$ cat config.mk
export PLATFORM = sky130hd
export DESIGN_NAME = adc_scan_ctrl
export DESIGN_NICKNAME = d
export VERILOG_FILES = /design/src/rtl/adc_scan_pkg.sv /design/src/rtl/adc_conv_stub.sv /design/src/rtl/adc_scan_fifo.sv /design/src/rtl/adc_scan_control.sv /design/src/rtl/adc_scan_datapath.sv /design/src/rtl/adc_scan_ctrl.sv
export SDC_FILE = /design/constraint.sdc
export NUM_CORES = 1
export LEC_CHECK = 0
export BUFFER_PORTS_ARGS = -buffer_cell sky130_fd_sc_hd__buf_2
export CAP_MARGIN = 15
export CORE_MARGIN = 3
export CORE_UTILIZATION = 60
export DETAILED_ROUTE_END_ITERATION = 10
export HOLD_SLACK_MARGIN = 0.03
export PLACE_DENSITY = 0.83
export SYNTH_ARGS = -nofsm -noshare
export SYNTH_HDL_FRONTEND = slang
export SYNTH_SLANG_ARGS = --single-unit
$ cat constraint.sdc
create_clock -name clk -period 3.77 [get_ports clk]
set_input_delay 0.377 -clock clk [delete_from_list [all_inputs] [get_ports clk]]
set_output_delay 0.377 -clock clk [all_outputs]
set_load 0.1 [all_outputs]
$ cat src/rtl/adc_scan_pkg.sv
package adc_scan_pkg;
  localparam int BUS_W    = 8;
  localparam int ADDR_W   = 4;
  localparam int SAMPLE_W = 16;

  localparam logic [ADDR_W-1:0] OFS_DATA_LO = 4'd0;
  localparam logic [ADDR_W-1:0] OFS_DATA_HI = 4'd1;
  localparam logic [ADDR_W-1:0] OFS_LO_CH   = 4'd2;
  localparam logic [ADDR_W-1:0] OFS_HI_CH   = 4'd3;
  localparam logic [ADDR_W-1:0] OFS_FIFO    = 4'd7;
  localparam logic [ADDR_W-1:0] OFS_STAT    = 4'd8;
  localparam logic [ADDR_W-1:0] OFS_CFG     = 4'd11;

  localparam logic [5:0] CFG_RESET = 6'h0C;

  typedef struct packed {
    logic push;
    logic pop;
    logic clr;
  } dpStrobe_t;
endpackage

$ cat src/rtl/adc_conv_stub.sv
module adc_conv_stub
  import adc_scan_pkg::*;
#(
  parameter int CH_W = 5
) (
  input  logic                clk,
  input  logic                rst_n,
  input  logic                take,
  input  logic [CH_W-1:0]     chan,
  output logic [SAMPLE_W-1:0] sample
);
  logic [7:0] seq;
  logic [7:0] hiByte;

  always_ff @(posedge clk) begin
    if (!rst_n) seq <= '0;
    else if (take) seq <= seq + 8'd1;
  end

  assign hiByte = 8'({chan, 3'b000});
  assign sample = {hiByte, seq};

  p_seq_step_r7: assert property (@(posedge clk) disable iff (!rst_n)
    take |=> (seq == $past(seq) + 8'd1));
endmodule

$ cat src/rtl/adc_scan_fifo.sv
module adc_scan_fifo
  import adc_scan_pkg::*;
#(
  parameter int DEPTH = 16,
  parameter int WIDTH = SAMPLE_W
) (
  input  logic             clk,
  input  logic             rst_n,
  input  logic             push,
  input  logic [WIDTH-1:0] pushData,
  input  logic             pop,
  input  logic             clr,
  output logic [WIDTH-1:0] headData,
  output logic             empty,
  output logic             half,
  output logic             full,
  output logic             ovf
);
  localparam int AW = $clog2(DEPTH);
  localparam int CW = AW + 1;

  logic [WIDTH-1:0] mem [DEPTH];
  logic [AW-1:0]    wrPtr, rdPtr;
  logic [CW-1:0]    count;
  logic             doPop, doPush;

  assign empty  = (count == '0);
  assign full   = (count == CW'(DEPTH));
  assign half   = (count >= CW'(DEPTH / 2));
  assign doPop  = pop && !empty;
  assign doPush = push && (!full || doPop);

  always_ff @(posedge clk) begin
    if (!rst_n || clr) begin
      wrPtr <= '0;
      rdPtr <= '0;
      count <= '0;
      ovf   <= 1'b0;
    end else begin
      if (doPush) wrPtr <= (wrPtr == AW'(DEPTH - 1)) ? '0 : wrPtr + AW'(1);
      if (doPop)  rdPtr <= (rdPtr == AW'(DEPTH - 1)) ? '0 : rdPtr + AW'(1);
      if (doPush && !doPop) count <= count + CW'(1);
      else if (doPop && !doPush) count <= count - CW'(1);
      if (push && !doPush) ovf <= 1'b1;
    end
  end

  always_ff @(posedge clk) begin
    if (doPush) mem[wrPtr] <= pushData;
  end

  assign headData = empty ? '0 : mem[rdPtr];

  p_ovf_sticky_r3: assert property (@(posedge clk) disable iff (!rst_n)
    (ovf && !clr) |=> ovf);
  p_no_push_full_r3: assert property (@(posedge clk) disable iff (!rst_n)
    (full && push && !pop && !clr) |=> full);
  p_flags_excl_r8: assert property (@(posedge clk) disable iff (!rst_n)
    !(full && empty));
  p_pop_count_r8: assert property (@(posedge clk) disable iff (!rst_n)
    (pop && !push && !empty && !clr) |=> !full);
endmodule

$ cat src/rtl/adc_scan_control.sv
module adc_scan_control
  import adc_scan_pkg::*;
#(
  parameter int CH_W        = 5,
  parameter int CONV_CYCLES = 8
) (
  input  logic              clk,
  input  logic              rst_n,
  input  logic [ADDR_W-1:0] busAddr,
  input  logic              busWrEn,
  input  logic [BUS_W-1:0]  busWrData,
  input  logic              busRdEn,
  output logic [CH_W-1:0]   loBound,
  output logic [CH_W-1:0]   hiBound,
  output logic [5:0]        cfgReg,
  output logic              fifoEn,
  output logic              scanEn,
  output logic              busy,
  output logic [CH_W-1:0]   curChan,
  output dpStrobe_t         strb
);
  localparam int PW = (CONV_CYCLES > 1) ? $clog2(CONV_CYCLES) : 1;

  logic [PW-1:0]   phase;
  logic [CH_W-1:0] lastChan;
  logic            startReq, chanDone;

  assign startReq = busWrEn && (busAddr == OFS_DATA_LO);
  assign chanDone = busy && (phase == PW'(CONV_CYCLES - 1));

  always_ff @(posedge clk) begin
    if (!rst_n) begin
      loBound <= '0;
      hiBound <= '0;
      cfgReg  <= CFG_RESET;
      fifoEn  <= 1'b0;
      scanEn  <= 1'b0;
    end else if (busWrEn) begin
      case (busAddr)
        OFS_LO_CH: loBound <= busWrData[CH_W-1:0];
        OFS_HI_CH: hiBound <= busWrData[CH_W-1:0];
        OFS_FIFO: begin
          fifoEn <= busWrData[3];
          scanEn <= busWrData[2];
        end
        OFS_CFG:   cfgReg  <= busWrData[5:0];
        default: ;
      endcase
    end
  end

  always_ff @(posedge clk) begin
    if (!rst_n) begin
      busy     <= 1'b0;
      phase    <= '0;
      curChan  <= '0;
      lastChan <= '0;
    end else if (!busy) begin
      if (startReq) begin
        busy     <= 1'b1;
        phase    <= '0;
        curChan  <= loBound;
        lastChan <= scanEn ? hiBound : loBound;
      end
    end else if (chanDone) begin
      phase <= '0;
      if (curChan == lastChan) busy <= 1'b0;
      else curChan <= curChan + CH_W'(1);
    end else begin
      phase <= phase + PW'(1);
    end
  end

  always_comb begin
    strb.push = chanDone;
    strb.pop  = busRdEn && (busAddr == OFS_DATA_HI) && fifoEn;
    strb.clr  = busWrEn && (busAddr == OFS_FIFO) && busWrData[1];
  end

  p_busy_start_r4: assert property (@(posedge clk) disable iff (!rst_n)
    (!busy && startReq) |=> busy);
  p_ignore_start_r4: assert property (@(posedge clk) disable iff (!rst_n)
    (busy && !chanDone) |=> (busy && $stable(curChan)));
  p_single_shot_r5: assert property (@(posedge clk) disable iff (!rst_n)
    (busy && chanDone && (curChan == lastChan)) |=> !busy);
  p_chan_step_r6: assert property (@(posedge clk) disable iff (!rst_n)
    (chanDone && (curChan != lastChan)) |=> (busy && (curChan == $past(curChan) + CH_W'(1))));
  p_chan_hold_r11: assert property (@(posedge clk) disable iff (!rst_n)
    (!busy && !startReq) |=> $stable(curChan));
endmodule

$ cat src/rtl/adc_scan_datapath.sv
module adc_scan_datapath
  import adc_scan_pkg::*;
#(
  parameter int CH_W       = 5,
  parameter int FIFO_DEPTH = 16
) (
  input  logic                clk,
  input  logic                rst_n,
  input  dpStrobe_t           strb,
  input  logic [SAMPLE_W-1:0] sample,
  input  logic [ADDR_W-1:0]   busAddr,
  input  logic [CH_W-1:0]     loBound,
  input  logic [CH_W-1:0]     hiBound,
  input  logic [5:0]          cfgReg,
  input  logic                fifoEn,
  input  logic                scanEn,
  input  logic                busy,
  input  logic [CH_W-1:0]     curChan,
  output logic [BUS_W-1:0]    busRdData
);
  logic [SAMPLE_W-1:0] holdReg, headData, viewData;
  logic                empty, half, full, ovf;

  adc_scan_fifo #(.DEPTH(FIFO_DEPTH), .WIDTH(SAMPLE_W)) i_fifo (
    .clk      (clk),
    .rst_n    (rst_n),
    .push     (strb.push && fifoEn),
    .pushData (sample),
    .pop      (strb.pop),
    .clr      (strb.clr),
    .headData (headData),
    .empty    (empty),
    .half     (half),
    .full     (full),
    .ovf      (ovf)
  );

  always_ff @(posedge clk) begin
    if (!rst_n) holdReg <= '0;
    else if (strb.push && !fifoEn) holdReg <= sample;
  end

  assign viewData = fifoEn ? headData : holdReg;

  always_comb begin
    case (busAddr)
      OFS_DATA_LO: busRdData = viewData[7:0];
      OFS_DATA_HI: busRdData = viewData[15:8];
      OFS_LO_CH:   busRdData = BUS_W'(loBound);
      OFS_HI_CH:   busRdData = BUS_W'(hiBound);
      OFS_FIFO:    busRdData = {empty, half, full, ovf, fifoEn, scanEn, 2'b00};
      OFS_STAT:    busRdData = {busy, 2'b00, 5'(curChan)};
      OFS_CFG:     busRdData = {busy, 1'b0, cfgReg};
      default:     busRdData = '0;
    endcase
  end

  p_hold_keep_r12: assert property (@(posedge clk) disable iff (!rst_n)
    !strb.push |=> $stable(holdReg));
endmodule

$ cat src/rtl/adc_scan_ctrl.sv
module adc_scan_ctrl
  import adc_scan_pkg::*;
#(
  parameter int N_CHAN      = 32,
  parameter int FIFO_DEPTH  = 16,
  parameter int CONV_CYCLES = 8
) (
  input  logic              clk,
  input  logic              rst_n,
  input  logic [ADDR_W-1:0] busAddr,
  input  logic              busWrEn,
  input  logic [BUS_W-1:0]  busWrData,
  input  logic              busRdEn,
  output logic [BUS_W-1:0]  busRdData
);
  localparam int CH_W = $clog2(N_CHAN);

  dpStrobe_t           strb;
  logic [CH_W-1:0]     loBound, hiBound, curChan;
  logic [5:0]          cfgReg;
  logic                fifoEn, scanEn, busy;
  logic [SAMPLE_W-1:0] sample;

  adc_scan_control #(.CH_W(CH_W), .CONV_CYCLES(CONV_CYCLES)) i_control (
    .clk       (clk),
    .rst_n     (rst_n),
    .busAddr   (busAddr),
    .busWrEn   (busWrEn),
    .busWrData (busWrData),
    .busRdEn   (busRdEn),
    .loBound   (loBound),
    .hiBound   (hiBound),
    .cfgReg    (cfgReg),
    .fifoEn    (fifoEn),
    .scanEn    (scanEn),
    .busy      (busy),
    .curChan   (curChan),
    .strb      (strb)
  );

  adc_conv_stub #(.CH_W(CH_W)) i_stub (
    .clk    (clk),
    .rst_n  (rst_n),
    .take   (strb.push),
    .chan   (curChan),
    .sample (sample)
  );

  adc_scan_datapath #(.CH_W(CH_W), .FIFO_DEPTH(FIFO_DEPTH)) i_datapath (
    .clk       (clk),
    .rst_n     (rst_n),
    .strb      (strb),
    .sample    (sample),
    .busAddr   (busAddr),
    .loBound   (loBound),
    .hiBound   (hiBound),
    .cfgReg    (cfgReg),
    .fifoEn    (fifoEn),
    .scanEn    (scanEn),
    .busy      (busy),
    .curChan   (curChan),
    .busRdData (busRdData)
  );
endmodule

==> run_results.csv, run 1 <==
group,metric,value,unit
sta,whs,0.123,ns
layout,antenna_cells,0,
floorplanning,num_io_pins,24,
route,drt_iter0_drc,657,
worst_setup_path,endpoint_kind,"output pin",
worst_setup_path,path_max_fanout,16,
worst_hold_path,hold_depth,3,
sta,tns,0,ns
floorplanning,core,0.0191,mm²
synthesis,async_reset_ff_share,0,%
sta,post-route-min-period,3.60,ns
power_and_ir_drop,fin_total_pwr,6.15,mW
route,dr.pass1.iters,7,
placement,numPortBuffers,21,
sta,tightestPinTransition,0.861,ns
power_and_ir_drop,ir_drop,0.000386,V
layout,fill_cells,1222,
clock_tree,clock_path_buffers,3,
floorplanning,rows,50,
synthesis,synth_top_cell_area_share,52.7,%
worst_setup_path,cp_common_cell,"a211oi_1",
synthesis,ys.flop_type,"edfxtp_1",
global_route,track_usage,25.4,%
worst_setup_path,rrSetupSlack,0.32,ns
floorplanning,dieArea,0.0215,mm²
sta,maxSlewViolCount,0,
worst_setup_path,crit_arrival,3.23,ns
worst_setup_path,path_delay_family,"buffers and inverters",
clock_tree,h-tree-depth,1,
layout,multi_input_area,0.00391,mm²
route,route.detailed.drc,0,
global_route,grt_pass1_vias,7194,
global_route,grt_overflow,0,
layout,drive_above_1_share,19.9,%
worst_setup_path,critPathRequiredTime,3.39,ns
worst_setup_path,critPathLaunchType,"flop",
power_and_ir_drop,power_density,464,mW/mm²
global_route,antenna_found_initial,0,
global_route,grt_pass1_wl,42300,µm
route,totalWireLength,26900,µm
clock_tree,numClockSinks,279,
route,drtAntennaViolNets,0,
route,vias_per_cell,6.45,
worst_setup_path,path_class,"reg -> out",
sta,period_share,95.6,%
route,wl_per_cell,24.0,µm
clock_tree,clk_latency,0.54,ns
worst_hold_path,hold_end,"i_control.cfgReg[3]",
global_route,grt_max_degree,56,
synthesis,synth.top_cells.by_area,"edfxtp_1 53%, dfxtp_1 12%, mux4_2 8.9%",
synthesis,yosys_warnings,0,
synthesis,ys_types,70,
layout,design_area,0.0133,mm²
worst_setup_path,max_stage_delay,0.54,ns
synthesis,synth_area_per_cell,14.7,µm²
floorplanning,die_x,147,µm
clock_tree,cts-root-buf,"clkbuf_16",
clock_tree,clk_pin_slew,0.06,ns
clock_tree,tritoncts,"done",
clock_tree,cts_resized,0,
layout,syn_to_final_growth,11.8,%
sta,rsz0062_at_grt,"no",
worst_setup_path,crit_chain,"buf_4 -> mux4_2 -> nor2b_1 -> a211oi_1 -> a211oi_1 -> or3_1 -> buf_2",
sta,hold_violations,0,
floorplanning,fp.dieH,147,µm
worst_setup_path,r2r-start,"i_datapath.i_fifo.count[1]",
sta,setup_viol,0,
clock_tree,numCtsBuffers,28,
run,cap_viol_max_count,0,
synthesis,seq_area_frac_synth,64.7,%
sta,slew_headroom,42.5,%
floorplanning,start_util,62.1,%
synthesis,synthCells,804,
layout,seqCellArea,0.00767,mm²
synthesis,synth_top_area_cell,"edfxtp_1",
clock_tree,cts_hold_buf,0,
run_status,status,"finished clean",
worst_setup_path,cp_num_buf_inv,2,
sta,max_freq,278,MHz
worst_setup_path,crit_slowest_cell,"dfxtp_2",
sta,skew,0.0150,ns
placement,place_congestion,0.950,
placement,postPlaceCellArea,0.0123,mm²
synthesis,synth_edf_count,208,
synthesis,synth.ff_latch_count,279,
synthesis,synth_fp_nets,835,
worst_setup_path,worstReg2RegEnd,"i_datapath.i_fifo.count[4]",
route,vias,7225,
worst_setup_path,r2r.worst_path.cells,11,
power_and_ir_drop,leakage,4.60,nW
clock_tree,post_cts_buffers,0,
worst_hold_path,hp-class,"in -> reg",
worst_hold_path,min-delay-start,"busWrData[3]",
synthesis,syn_area,0.0119,mm²
placement,dpl.hpwl,16500,µm
layout,final_net_count,870,
[cells in the mapped netlist (9+ instances only)]
master,count
or3_1,9
nor2_1,45
clkbuf_1,20
nor3_1,10
nand3_1,13
buf_2,14
o21ai_0,15
a21oi_1,28
inv_1,13
dfxtp_1,71
edfxtp_1,208
mux2i_1,50
ha_1,14
mux4_2,47
nor2b_1,28
nand2_1,63
a21boi_0,19
[layout make-up]
| type | count | share of cell area [%] |
|---|---|---|
| Inverter | 13 | 0.368 |
| Timing Repair Buffer | 52 | 2.74 |
| Tap cell | 260 | 2.45 |
| Clock buffer | 35 | 5.49 |
| Sequential cell | 279 | 57.9 |
| Multi-Input combinational cell | 465 | 29.5 |
| Clock inverter | 17 | 1.52 |
[worst reg2reg max path, cell delays in order, from the launching register on]
cell and delay (ns):
dfxtp_1 0.34, or3_1 0.50, a2111o_1 0.49, and2_4 0.19, ha_1 0.26, inv_1 0.14, ha_1 0.26, nor2b_1 0.14
o21a_1 0.19, or3_1 0.31, a21oi_1 0.17, mux2_2 0.34
[through the flow]
step / util (%) / worst slack (ns) / cells
after floorplan: - / 0.107 / 804
after global placement: 64.6 / 0.440 / 1069
after detailed placement: 64.6 / 0.331 / 1069
after CTS: 69.4 / 0.121 / 1121
after global routing: 69.4 / 0.0200 / 1121
final: 69.4 / 0.167 / 1121
[how the worst max path moves through the flow]
stage | start | end | cells past startpoint
3_3_place_gp | busAddr[1] | i_datapath.i_fifo.count[4] | 12
4_1_cts | flop | busRdData[4] | 7
6_report | flop | busRdData[4] | 7
5_1_grt | flop | busRdData[4] | 7
3_5_place_dp | busAddr[1] | i_datapath.i_fifo.count[4] | 12
2_1_floorplan | busAddr[3] | busRdData[0] | 4
[layer usage]
metal	vias up	track usage (%)	routed length [µm]
li1	3152	-	-
met5	-	0	0
met3	70	5.03	2550
met2	391	42.3	13300
met4	0	6.87	885
met1	3612	34.9	10200
[power breakdown]
part	leakage [nW]	internal (mW)	total (mW)	switching (mW)
combinational	1.51	0.0301	0.0879	0.0578
sequential	2.64	3.26	3.27	0.00678
clock	0.448	1.65	2.79	1.15
[cells in the final DEF (no fill, tap or decap), types with 7 or more instances in the layout]
cell | netlist | routed
a21oi_1 | 28 | 28
inv_1 | 13 | 13
mux4_2 | 47 | 47
nand2_1 | 63 | 63
buf_2 | 14 | 21
a31oi_1 | 8 | 8
clkbuf_16 | 0 | 28
clkbuf_1 | 20 | 7
dfxtp_1 | 71 | 67
nand3_1 | 13 | 13
a22oi_1 | 7 | 7
or3_1 | 9 | 9
edfxtp_1 | 208 | 208
ha_1 | 14 | 14
mux2_2 | 8 | 8
nor2_1 | 45 | 45
clkinv_2 | 0 | 7
mux2i_1 | 50 | 50
o21ai_0 | 15 | 13
buf_4 | 2 | 29
xnor2_1 | 7 | 7
nor2b_1 | 28 | 28
xor2_1 | 7 | 7
a21boi_0 | 19 | 19
[registers in the layout, indices dropped and copies added (netlist names), 5 cells and up, named ones only]
name,count
i_datapath.i_fifo.mem,208
i_control.loBound,5
i_control.lastChan,5
i_control.hiBound,5
i_control.curChan,5
i_datapath.i_fifo.count,5
i_datapath.holdReg,13
i_control.cfgReg,6
i_stub.seq,8
[cells by family (layout without fill, tap and decap cells)]
kind of cell	after synthesis	count (layout)	synth area share, %
AO/OA/AOI/OAI	123	123	7.38
XOR/XNOR	14	14	1.03
adder cells (fa/ha/maj)	15	15	1.65
buffers and inverters	60	117	2.49
flip-flops	279	279	64.7
multiplexers	105	105	13.9
AND/OR/NAND/NOR	208	208	8.87
Power figures use the tool's default switching activity.
==> run 2, diff against run 1 <==
--- a/config.mk
+++ b/config.mk
@@ -5,13 +5,13 @@
 export SDC_FILE = /design/constraint.sdc
 export NUM_CORES = 1
 export LEC_CHECK = 0
-export BUFFER_PORTS_ARGS = -buffer_cell sky130_fd_sc_hd__buf_2
 export CAP_MARGIN = 15
 export CORE_MARGIN = 3
 export CORE_UTILIZATION = 60
 export DETAILED_ROUTE_END_ITERATION = 10
+export DONT_BUFFER_PORTS = 1
 export HOLD_SLACK_MARGIN = 0.03
-export PLACE_DENSITY = 0.83
+export PLACE_DENSITY = 0.82
 export SYNTH_ARGS = -nofsm -noshare
 export SYNTH_HDL_FRONTEND = slang
 export SYNTH_SLANG_ARGS = --single-unit
==> run 2 against run 1 <==
Compared with the run above: register-to-register slack worse by 0.05 ns; clock power is 6% lower; total power fell by 3.2%; critical endpoint is now busRdData[3]; sequential power about the same; flip-flop and latch count did not move; sequential share of layout area up 0.17 points; clock skew increased by 0.0082 ns; cell count fell by 1.3%; global-route usage is 0.16 points higher; combinational power down 18%; fmax decreased by 1.3%.
==> run_results.csv, run 2 (synthesis results as in run 1) <==
group,metric,value,unit
route,drtAntennaViolNets,0,
clock_tree,numCtsBuffers,27,
run,cap_viol_max_count,0,
placement,numPortBuffers,0,
floorplanning,die_x,147,µm
worst_setup_path,r2r-start,"i_datapath.i_fifo.count[1]",
sta,post-route-min-period,3.65,ns
clock_tree,clock_path_buffers,3,
worst_setup_path,crit_slowest_cell,"dfxtp_2",
sta,whs,0.0435,ns
power_and_ir_drop,power_density,450,mW/mm²
sta,hold_violations,0,
route,vias_per_cell,6.52,
clock_tree,tritoncts,"done",
worst_setup_path,endpoint_kind,"output pin",
worst_setup_path,crit_chain,"mux4_2 -> a22oi_1 -> a31oi_1 -> a2111oi_1 -> o21ai_2 -> buf_4",
global_route,grt_pass1_wl,42400,µm
route,totalWireLength,27400,µm
worst_setup_path,max_stage_delay,0.75,ns
global_route,antenna_found_initial,0,
layout,layout_common_cells,"208 x edfxtp_1, 67 x dfxtp_1, 63 x nand2_1",
sta,tns,0,ns
layout,final_common_cell,"edfxtp_1",
worst_setup_path,critPathLaunchType,"flop",
worst_hold_path,hold_depth,2,
route,drt_iter0_drc,849,
clock_tree,clk_pin_slew,0.06,ns
worst_setup_path,path_max_fanout,22,
layout,top_regs,"i_datapath.i_fifo.mem (208), i_datapath.holdReg (13), i_stub.seq (8)",
worst_setup_path,critPathRequiredTime,3.39,ns
placement,dpl.hpwl,16500,µm
clock_tree,numClockSinks,279,
route,vias,7206,
sta,period_share,96.8,%
layout,final_cells,1106,
worst_setup_path,path_class,"reg -> out",
floorplanning,rows,50,
worst_setup_path,path_delay_family,"compound AO/OA/AOI/OAI gates",
route,wl_per_cell,24.8,µm
floorplanning,num_io_pins,24,
worst_setup_path,rrSetupSlack,0.27,ns
sta,maxSlewViolCount,0,
floorplanning,start_util,62.1,%
sta,tightestPinTransition,1.11,ns
sta,setup_viol,0,
worst_hold_path,hp-class,"in -> reg",
floorplanning,core,0.0191,mm²
worst_hold_path,hold_end,"i_control.loBound[2]",
clock_tree,clk_latency,0.54,ns
sta,rsz0062_at_grt,"no",
layout,final_net_count,856,
clock_tree,h-tree-depth,1,
floorplanning,fp.dieH,147,µm
power_and_ir_drop,ir_drop,0.000342,V
worst_hold_path,min-delay-start,"busWrData[2]",
global_route,track_usage,25.6,%
power_and_ir_drop,leakage,4.54,nW
placement,place_congestion,0.860,
layout,fill_cells,1178,
sta,slew_headroom,25.9,%
layout,syn_to_final_growth,11.5,%
sta,skew,0.0232,ns
global_route,grt_pass1_vias,7337,
worst_setup_path,r2r.worst_path.cells,11,
layout,largest_reg_flops,208,
sta,max_freq,274,MHz
placement,placedCellCount,1048,
route,dr.pass1.iters,5,
clock_tree,post_cts_buffers,0,
worst_setup_path,crit_arrival,3.27,ns
floorplanning,dieArea,0.0215,mm²
worst_setup_path,cp_num_buf_inv,1,
layout,drive_above_1_share,18.1,%
clock_tree,cts-root-buf,"clkbuf_16",
route,route.detailed.drc,0,
layout,top_register,"i_datapath.i_fifo.mem",
global_route,grt_overflow,0,
worst_setup_path,worstReg2RegEnd,"i_datapath.i_fifo.count[4]",
layout,antenna_cells,0,
run_status,status,"finished clean",
global_route,grt_max_degree,53,
[run 2: changes by cell type in the layout (fill, tap and decap cells not counted), moves of 3 or more]
cell           previous run  this run
buf_2                    21         0
dlygate4sd3_1             0         7
o21ai_1                   3         0
o21ai_2                   0         3
[run 2: worst max path at each step]
| stage | to | slack [ns] | depth (start not counted) |
|---|---|---|---|
| after floorplan | busRdData[0] | 0.11 | 4 |
| after global placement | i_datapath.i_fifo.count[4] | 0.44 | 11 |
| final | busRdData[3] | 0.12 | 6 |
| after detailed placement | i_datapath.i_fifo.count[4] | 0.34 | 11 |
| after CTS | busRdData[3] | 0.0007 | 6 |
| after global routing | busRdData[3] | 0.03 | 6 |
[run 2: what timing repair did]
action | in CTS | in global routing
endpoints found under the setup margin | 1 | 3
hold buffers | 8 | 0
endpoints found under the hold margin | 52 | 0
gates resized for setup | 1 | 3
gates cloned | 0 | 0
[run 2: per-stage QoR]
stage | instance area [µm²] | power, mW | util (%) | setup slack [ns]
6_report | 13200 | 5.95 | 69.3 | 0.120
5_1_grt | 13200 | 6.11 | 69.3 | 0.0339
4_1_cts | 13200 | 5.97 | 69.2 | 0.000701
3_5_place_dp | 12300 | 3.39 | 64.2 | 0.337
3_3_place_gp | 12300 | 3.39 | 64.2 | 0.442
2_1_floorplan | 11900 | 3.39 | - | 0.107
[run 2: layout make-up]
| type | count | area, µm² | share of cell area (%) |
|---|---|---|---|
| Clock inverter | 15 | 131 | 0.994 |
| Sequential cell | 279 | 7680 | 58.1 |
| Tap cell | 260 | 325 | 2.46 |
| Clock buffer | 35 | 726 | 5.49 |
| Timing Repair Buffer | 39 | 360 | 2.73 |
| Inverter | 13 | 48.8 | 0.369 |
| Multi-Input combinational cell | 465 | 3950 | 29.9 |
[run 2: report_power, final]
part | switching (mW) | internal [mW]
registers | 0.00680 | 3.26
clock network | 1.11 | 1.50
logic | 0.0426 | 0.0298
[run 2: per-layer routing]
metal | up-vias | share of wire (%) | wire length (µm) | track usage, %
met2 | 401 | 51 | 13800 | 43.3
met5 | - | 0 | 0 | 0
met4 | 0 | 3.4 | 924 | 9.13
met1 | 3599 | 38 | 10300 | 34.6
li1 | 3129 | - | - | -
met3 | 77 | 8.3 | 2280 | 3.45
==> run 3, diff against run 2 <==
--- a/config.mk
+++ b/config.mk
@@ -10,6 +10,7 @@
 export CORE_UTILIZATION = 60
 export DETAILED_ROUTE_END_ITERATION = 10
 export DONT_BUFFER_PORTS = 1
+export GPL_TIMING_DRIVEN = 0
 export HOLD_SLACK_MARGIN = 0.03
 export PLACE_DENSITY = 0.82
 export SYNTH_ARGS = -nofsm -noshare
==> run 3 against run 2 <==
Compared with the run above: fmax shrank 0.34%; total power up 6.9%; clock power up 15%; largest power group unchanged.
==> run_results.csv, run 3 (synthesis results as in run 1) <==
group,metric,value,unit
floorplanning,fp.dieH,147,µm
sta,slew_headroom,25.8,%
worst_hold_path,hp-class,"in -> reg",
layout,top_regs,"i_datapath.i_fifo.mem (208), i_datapath.holdReg (13), i_stub.seq (8)",
layout,utilization,70.9,%
route,vias_per_cell,6.54,
power_and_ir_drop,power_density,470,mW/mm²
clock_tree,numCtsBuffers,28,
layout,drive_above_1_share,19.7,%
clock_tree,h-tree-depth,1,
power_and_ir_drop,leakage,4.68,nW
power_and_ir_drop,ir_drop,0.000361,V
route,totalWireLength,29400,µm
layout,top_register,"i_datapath.i_fifo.mem",
sta,hold_violations,0,
floorplanning,rows,50,
layout,largest_reg_flops,208,
sta,max_freq,273,MHz
global_route,grt_pass1_vias,7541,
sta,post-route-min-period,3.66,ns
floorplanning,num_io_pins,24,
floorplanning,dieArea,0.0215,mm²
layout,syn_to_final_growth,14.2,%
route,route.detailed.drc,0,
layout,layout_common_cells,"208 x edfxtp_1, 71 x dfxtp_1, 63 x nand2_1",
worst_setup_path,critPathLaunchType,"flop",
clock_tree,numClockSinks,279,
placement,placedCellCount,1076,
global_route,antenna_found_initial,0,
clock_tree,clock_path_buffers,3,
global_route,grt_max_degree,24,
clock_tree,clk_pin_slew,0.06,ns
worst_setup_path,crit_arrival,3.29,ns
worst_setup_path,critPathRequiredTime,3.39,ns
worst_hold_path,min-delay-start,"busWrData[4]",
floorplanning,start_util,62.1,%
layout,fill_cells,1148,
layout,final_cells,1137,
route,drtAntennaViolNets,0,
worst_setup_path,path_class,"reg -> out",
route,vias,7433,
run,cap_viol_max_count,0,
route,dr.pass1.iters,5,
sta,period_share,97.2,%
clock_tree,tritoncts,"done",
layout,final_common_cell,"edfxtp_1",
sta,tightestPinTransition,1.11,ns
sta,maxSlewViolCount,0,
worst_setup_path,rrSetupSlack,0.25,ns
global_route,grt_overflow,0,
floorplanning,die_x,147,µm
worst_setup_path,endpoint_kind,"output pin",
placement,place_congestion,0.886,
run_status,status,"finished clean",
route,wl_per_cell,25.8,µm
route,drt_iter0_drc,763,
worst_setup_path,path_max_fanout,10,
worst_setup_path,r2r-start,"i_datapath.i_fifo.count[1]",
sta,setup_viol,0,
layout,final_net_count,885,
clock_tree,clk_latency,0.54,ns
global_route,track_usage,27.7,%
sta,skew,0.0230,ns
clock_tree,cts-root-buf,"clkbuf_16",
placement,numPortBuffers,0,
global_route,grt_pass1_wl,45400,µm
placement,dpl.hpwl,19100,µm
floorplanning,core,0.0191,mm²
-- run 3: critical path: stages (launching register included) --
cell and delay, ns:
dfxtp_1 0.30, buf_2 0.30, clkbuf_2 0.37, mux4_2 0.36
a22oi_1 0.20, a31oi_1 0.21, a2111oi_1 0.54, o21ai_2 0.45
-- run 3: path summary, 6_finish.rpt --
| path | depth (start not counted) | to |
|---|---|---|
| hold reg to reg | 2 | i_datapath.holdReg[13] |
| setup / recovery | 7 | busRdData[3] |
| hold / removal | 2 | i_control.hiBound[4] |
| setup reg to reg | 13 | i_datapath.i_fifo.count[4] |
-- run 3: timing repair --
action                                 CTS  global route
endpoints found under the hold margin   15             0
gates resized for setup                  9             4
setup endpoints to repair                5             6
hold buffers                             6             0
setup buffers                            2             0
pin swaps                                1             1
-- run 3: per-stage QoR --
step	hold slack [ns]	power, mW	cell area (µm²)	setup TNS (ns)	worst slack, ns
after floorplan	0.429	3.39	11900	0	0.107
after global placement	0.449	3.41	12200	-17.68	-0.497
after detailed placement	0.457	3.41	12400	0	0.159
after CTS	0.0380	6.37	13500	0	0.00505
after global routing	0.0489	6.49	13500	-0.0113	-0.0113
final	0.0392	6.36	13500	0	0.107
-- run 3: cell type report --
type | instances | area (µm²) | share of cell area [%]
tap | 260 | 325 | 2.40
clock buffer | 34 | 754 | 5.57
multi-input combinational | 465 | 3990 | 29.5
sequential | 279 | 7670 | 56.6
inverter | 13 | 48.8 | 0.361
buffer | 47 | 258 | 1.90
clock inverter | 18 | 260 | 1.92
antenna | 1 | 2.50 | 0.0185
timing repair buffer | 20 | 229 | 1.69
-- run 3: layer usage --
layer	up-vias	GRT usage (%)	part of all wire, %
met2	468	47.2	49
met3	84	5.65	10
met5	-	0	0
met1	3673	36.0	37
li1	3208	-	-
met4	0	8.94	3.6
-- run 3: power by group --
group          switching (mW)  internal [mW]
Combinational          0.0597         0.0302
Clock                    1.16           1.84
Sequential            0.00565           3.26
Total                    1.22           5.13
